`src/rtl/irq_idx_pkg.sv`:
```
package irq_idx_pkg;
  parameter int ADDR_W  = 8;
  parameter int DATA_W  = 32;
  parameter int IDX_W   = 10;

  localparam logic [ADDR_W-1:0] OFS_CTRL   = 8'h00;
  localparam logic [ADDR_W-1:0] OFS_EN_SET = 8'h30;
  localparam logic [ADDR_W-1:0] OFS_EN_CLR = 8'h34;
  localparam logic [ADDR_W-1:0] OFS_ACK    = 8'h44;
  localparam logic [ADDR_W-1:0] OFS_MK_SET = 8'h48;
  localparam logic [ADDR_W-1:0] OFS_MK_CLR = 8'h4C;

  localparam logic [IDX_W-1:0] SPURIOUS = '1;

  typedef enum logic [2:0] {
    OP_NONE, OP_EN_SET, OP_EN_CLR, OP_MK_SET, OP_MK_CLR
  } idx_op_e;
endpackage

```
`src/rtl/irq_idx_state.sv`:
```
module irq_idx_state
  import irq_idx_pkg::*;
#(
  parameter int NUM_SRC = 64
) (
  input  logic               clk_i,
  input  logic               rst_ni,
  input  logic               req_i,
  input  logic               we_i,
  input  logic [ADDR_W-1:0]  addr_i,
  input  logic [DATA_W-1:0]  wdata_i,
  output logic [NUM_SRC-1:0] en_o,
  output logic [NUM_SRC-1:0] mask_o
);
  localparam int SEL_W = (NUM_SRC > 1) ? $clog2(NUM_SRC) : 1;

  idx_op_e          op;
  logic             in_range;
  logic [SEL_W-1:0] sel;
  logic [NUM_SRC-1:0] en_q, mask_q;

  assign in_range = wdata_i < DATA_W'(NUM_SRC);
  assign sel      = wdata_i[SEL_W-1:0];

  always_comb begin
    op = OP_NONE;
    if (req_i && we_i && in_range) begin
      unique case (addr_i)
        OFS_EN_SET: op = OP_EN_SET;
        OFS_EN_CLR: op = OP_EN_CLR;
        OFS_MK_SET: op = OP_MK_SET;
        OFS_MK_CLR: op = OP_MK_CLR;
        default:    op = OP_NONE;
      endcase
    end
  end

  // one flop pair per source; only the indexed one moves
  for (genvar g = 0; g < NUM_SRC; g++) begin : g_bit
    logic hit;
    assign hit = (sel == SEL_W'(g));
    always_ff @(posedge clk_i or negedge rst_ni) begin
      if (!rst_ni) begin
        en_q[g]   <= 1'b0;
        mask_q[g] <= 1'b1;
      end else if (hit) begin
        if (op == OP_EN_SET) en_q[g] <= 1'b1;
        if (op == OP_EN_CLR) en_q[g] <= 1'b0;
        if (op == OP_MK_SET) mask_q[g] <= 1'b1;
        if (op == OP_MK_CLR) mask_q[g] <= 1'b0;
      end
    end
  end

  assign en_o   = en_q;
  assign mask_o = mask_q;


  range_ignore_chk: assert property (@(posedge clk_i) disable iff (!rst_ni)
    (req_i && we_i && wdata_i >= DATA_W'(NUM_SRC)) |=> ($stable(en_q) && $stable(mask_q)));


  en_set_chk: assert property (@(posedge clk_i) disable iff (!rst_ni)
    (req_i && we_i && in_range && addr_i == OFS_EN_SET) |=> en_q[$past(sel)]);


  en_clr_chk: assert property (@(posedge clk_i) disable iff (!rst_ni)
    (req_i && we_i && in_range && addr_i == OFS_EN_CLR) |=> !en_q[$past(sel)]);


  mk_set_chk: assert property (@(posedge clk_i) disable iff (!rst_ni)
    (req_i && we_i && in_range && addr_i == OFS_MK_SET) |=> mask_q[$past(sel)]);


  mk_clr_chk: assert property (@(posedge clk_i) disable iff (!rst_ni)
    (req_i && we_i && in_range && addr_i == OFS_MK_CLR) |=> !mask_q[$past(sel)]);

  // at most one bit of state changes per cycle
  single_bit_chk: assert property (@(posedge clk_i) disable iff (!rst_ni)
    ##1 ($countones((en_q ^ $past(en_q)) | (mask_q ^ $past(mask_q))) <= 1));
endmodule

```
`src/rtl/irq_idx_pick.sv`:
```
module irq_idx_pick
  import irq_idx_pkg::*;
#(
  parameter int NUM_SRC = 64
) (
  input  logic [NUM_SRC-1:0] pend_i,
  output logic               valid_o,
  output logic [IDX_W-1:0]   idx_o
);
  always_comb begin
    valid_o = |pend_i;
    idx_o   = SPURIOUS;
    // scanning downward lets the lowest set bit win
    for (int i = NUM_SRC - 1; i >= 0; i--) begin
      if (pend_i[i]) idx_o = IDX_W'(i);
    end
  end

  always_comb begin

    if (valid_o) lowest_pick_chk: assert ((pend_i & ~({NUM_SRC{1'b1}} << idx_o)) == '0);

    if (valid_o) picked_pend_chk: assert (pend_i[idx_o]);
  end
endmodule

```
`src/rtl/irq_idx_ctrl.sv`:
```
module irq_idx_ctrl
  import irq_idx_pkg::*;
#(
  parameter int NUM_SRC = 64
) (
  input  logic               clk_i,
  input  logic               rst_ni,
  input  logic [NUM_SRC-1:0] src_i,
  input  logic               req_i,
  input  logic               we_i,
  input  logic [ADDR_W-1:0]  addr_i,
  input  logic [DATA_W-1:0]  wdata_i,
  output logic [DATA_W-1:0]  rdata_o,
  output logic               irq_o
);
  logic [NUM_SRC-1:0] en, mask, pend;
  logic               any_pend;
  logic [IDX_W-1:0]   pick_idx, ack_idx;
  logic [DATA_W-1:0]  rd_mux, rdata_q;

  irq_idx_state #(.NUM_SRC(NUM_SRC)) u_state (
    .clk_i, .rst_ni, .req_i, .we_i, .addr_i, .wdata_i,
    .en_o(en), .mask_o(mask)
  );

  assign pend = src_i & en & ~mask;

  irq_idx_pick #(.NUM_SRC(NUM_SRC)) u_pick (
    .pend_i(pend), .valid_o(any_pend), .idx_o(pick_idx)
  );

  assign ack_idx = any_pend ? pick_idx : SPURIOUS;
  assign irq_o   = any_pend;

  always_comb begin
    rd_mux = '0;
    unique case (addr_i)
      OFS_CTRL: rd_mux[IDX_W+1:2] = IDX_W'(NUM_SRC);
      OFS_ACK:  rd_mux[IDX_W-1:0] = ack_idx;
      default:  rd_mux = '0;
    endcase
  end

  always_ff @(posedge clk_i or negedge rst_ni) begin
    if (!rst_ni)               rdata_q <= '0;
    else if (req_i && !we_i)   rdata_q <= rd_mux;
  end

  assign rdata_o = rdata_q;


  irq_level_chk: assert property (@(posedge clk_i) disable iff (!rst_ni)
    irq_o == ((src_i & en & ~mask) != '0));


  ack_spurious_chk: assert property (@(posedge clk_i) disable iff (!rst_ni)
    (req_i && !we_i && addr_i == OFS_ACK && !irq_o) |=> rdata_o == DATA_W'(SPURIOUS));


  rdata_hold_chk: assert property (@(posedge clk_i) disable iff (!rst_ni)
    !(req_i && !we_i) |=> $stable(rdata_o));


  ctrl_chk: assert property (@(posedge clk_i) disable iff (!rst_ni)
    (req_i && !we_i && addr_i == OFS_CTRL) |=> rdata_o == DATA_W'(NUM_SRC << 2));
endmodule

```
`config.mk`:
```
export PLATFORM = sky130hd
export DESIGN_NAME = irq_idx_ctrl
export DESIGN_NICKNAME = d
export VERILOG_FILES = /design/src/rtl/irq_idx_pkg.sv /design/src/rtl/irq_idx_state.sv /design/src/rtl/irq_idx_pick.sv /design/src/rtl/irq_idx_ctrl.sv
export SDC_FILE = /design/constraint.sdc
export NUM_CORES = 1
export LEC_CHECK = 0
export BUFFER_PORTS_ARGS = -buffer_cell sky130_fd_sc_hd__buf_4
export CAP_MARGIN = 40
export CORE_ASPECT_RATIO = 0.5
export CORE_MARGIN = 3
export CORE_UTILIZATION = 56
export CTS_CLUSTER_SIZE = 28
export DETAILED_ROUTE_END_ITERATION = 10
export PLACE_DENSITY_LB_ADDON = 0.3
export SETUP_SLACK_MARGIN = 0.2
export SLEW_MARGIN = 40
export SYNTH_ARGS = -nofsm -noshare
export SYNTH_HDL_FRONTEND = slang
export SYNTH_SLANG_ARGS = --single-unit
export TNS_END_PERCENT = 30
```
`constraint.sdc`:
```
create_clock -name clk_i -period 2.9 [get_ports clk_i]
set_input_delay 0.145 -clock clk_i [delete_from_list [all_inputs] [get_ports clk_i]]
set_output_delay 0.145 -clock clk_i [all_outputs]
set_load 0.05 [all_outputs]
```
==> flow_summary.toml <==
[outcome]
status = "completed"

[clock_tree]
cts_tree = "built"
clock_sinks = 136
clkSlewWorstSetupHoldPaths_ns = 0.06
clock_latency_ns = 0.42
numCtsBuffers = 17
cts_root_buffer = "clkbuf_16"
cts_max_level = 4
ctsLongestPathBuffers = 2

[setup_path]
crit_type = "reg2out"
r2r_end = "rdata_o[7]"
critPathMaxStageDelay_ns = 0.54
slowest_stage = "dfstp_2"
cp-start-kind = "register"
cp.arrival_ns = 2.51
r2r_slack_ns = 0.51
path_delay_family = "simple AND/OR/NAND/NOR gates"
required_ns = 2.76
cp-end-kind = "output pin"
crit_chain = "and3b_1, nor4_2, nand4_1, nor3_2, nand4b_1, buf_6"
r2r_start = "u_state.mask_o[52]"
ff2ff_path_depth = 7
worst-path-buf-inv = 1
cp_max_fo = 4

[worst_hold_path]
min_from = "addr_i[1]"
holdPathEnd = "rdata_o[8]"
min_path_cells = 4
hold_class = "in2reg"

[logic_synthesis]
yosys.area_share.xor_xnor_pct = 0
synth_largest_area_cell = "dfrtp_1"
synthAdderAreaFrac_pct = 0
synth_mux_area_share_pct = 0.628
synth_flop_cell = "dfrtp_1"
synth_seq_cells = 136
synth_top_family_by_area = "compound AO/OA/AOI/OAI gates"
synth_area_mm2 = 0.00717
postSynth.asyncResetShare_pct = 100
avgSynthCellArea_um2 = 9.51
ys_top_cells_by_area = "dfrtp_1 (25%), dfstp_2 (23%), a31oi_1 (11%)"
yosysSeqAreaShare_pct = 48.6
synth_most_common_cell = "a21oi_1"
synth-simple-area-share_pct = 19.2
synth_top_area_share_pct = 25.1
synthTopCellsByCount = "a21oi_1 (133), a31oi_1 (125), dfrtp_1 (72)"
synth_cells = 754
synth_compound_area_share_pct = 25.5
synth_warnings = 0
synth_edf_count = 0
synth.distinct_cells = 51

[final_layout]
diodes = 0
fin_nets = 979
final_area_mm2 = 0.00891
fillers = 863
final_cells = 1049
utilization_pct = 73.3
syn_to_final_growth_pct = 24.3
drive_gt1_share_pct = 30.4

[routing]
routedWlPerCell_um = 21.5
drt_wl_total_mm = 22.5
ant_nets = 0
num_vias = 6905
via_per_inst = 6.58
dr.first_iter.drc_count = 885
firstDrtPassIters = 6
drcViolationCount = 0

[power_and_ir_drop]
peakVddDrop_v = 0.000327
power_density_mw_per_mm2 = 496
p_leak_nw = 3.97
design_power_total_mw = 4.42

[grt]
grt_antenna_before_repair = 0
grt_first_pass_wirelength_mm = 35.1
grtUsageTotal_pct = 31.3
grt_overflow = 0
grt_start_max_net_pins = 67
grt_pass1_vias = 6597

[run]
drv_cap = 0

[placed_design]
io_buffers = 118
place_area_mm2 = 0.00825
place_hpwl_mm = 15.3
dp_cells = 1013
preCtsSetupSlack_ns = 0.347
place_congestion = 0.938

[floorplanning]
initial_core_util_pct = 59.0
row_count = 28
dieArea_mm2 = 0.0143
die_width_um = 166
die_height_um = 86.0
io_pins = 141
core_area_mm2 = 0.0122

[sta]
max_freq_ghz = 0.377
worst_hold_slack_ns = 0.0627
setup_viol = 0
relSlewSlack_pct = 49.7
skew_ns = 0.00718
finalCritPeriodShare_pct = 91.6
setup_tns_ns = 0
rsz0062_at_grt = "no"
worstMarginPinSlew_ns = 0.736
period_minus_slack_ns = 2.66
setup_ws_ns = 0.244
final_hold_viol_count = 0
final_max_slew_viol_count = 0
per-layer routing:
metal	vias up	track usage (%)	routed length, um	part of all wire (%)
met5	-	0	0	0
li1	3085	-	-	-
met4	0	10.2	569	2.5
met2	459	49.5	10000	45
met1	3308	43.3	9520	42
met3	53	7.60	2420	11
cell type report:
type                       count  area (um2)  area share, %
clock buffer                  25         505           5.67
clock inverter                 7        92.6           1.04
tap                          165         206           2.32
timing repair buffer         157        1240           13.9
inverter                       3        11.3          0.126
multi-input combinational    556        3370           37.9
sequential                   136        3480           39.1
kinds of logic after synthesis:
family,count (synthesis)
muxes,4
other,1
DFF,136
AOI/OAI and AO/OA,308
and+or+nand+nor,222
buffers and inverters,83
tightest hold or removal path: cells and delay by family:
family	cells	cell delay, ns
AOI/OAI and AO/OA	1	0.06
buffers and inverters	1	0.08
and+or+nand+nor	2	0.15
power breakdown:
group	switching [mW]	internal [mW]	total (mW)
sequential	0.00152	1.90	1.91
clock	0.804	1.38	2.18
combinational	0.213	0.122	0.335
total	1.02	3.40	4.42
what timing repair did:
| item | 4_1_cts | 5_1_grt |
|---|---|---|
| hold endpoints to repair | 35 | 0 |
| pin swaps | 2 | 2 |
| endpoints found under the setup margin | 1 | 1 |
| hold buffers | 1 | 0 |
| gates resized for setup | 3 | 3 |
| buffers inserted | 2 | 1 |
cells in the final DEF, fill, tap and decap left out, types with 3 or more instances in the layout:
cell type / n
buf_4: 150
a21oi_1: 133
a31oi_1: 125
dfrtp_1: 72
dfstp_2: 64
nand2_1: 44
nand3b_1: 41
nor2_1: 29
and3b_1: 28
conb_1: 22
clkbuf_16: 17
nand4_1: 16
o21ai_0: 9
nor3_1: 9
and2_1: 7
nor4_1: 7
nand3_1: 7
o211ai_1: 7
nand2b_1: 6
a2111oi_0: 5
a211oi_1: 5
o31ai_1: 5
clkbuf_8: 5
nor4_2: 4
mux2_2: 4
buf_12: 4
nor2b_1: 3
nor2_2: 3
inv_1: 3
nor4b_1: 3
o2111ai_1: 3
o21bai_1: 3
clkbuf_1: 3
clkinvlp_4: 3
state kept, by name (all words and copies together), names as in the netlist:
name / cells
u_state.mask_o: 64
u_state.en_o: 64
rdata_o: 8
how the worst max path moves through the flow:
stage | slack, ns | start | cells after the start | endpoint
floorplan | 0.33 | u_state.mask_o[2] | 6 | rdata_o[7]
global placement | 0.40 | wdata_i[22] | 8 | u_state.en_o[23]
detailed placement | 0.35 | wdata_i[22] | 8 | u_state.en_o[29]
CTS | 0.20 | u_state.mask_o[52] | 6 | irq_o
global route | 0.15 | u_state.mask_o[52] | 6 | irq_o
finish | 0.24 | u_state.mask_o[52] | 6 | irq_o
No activity file was read; power rests on OpenSTA's default activity.
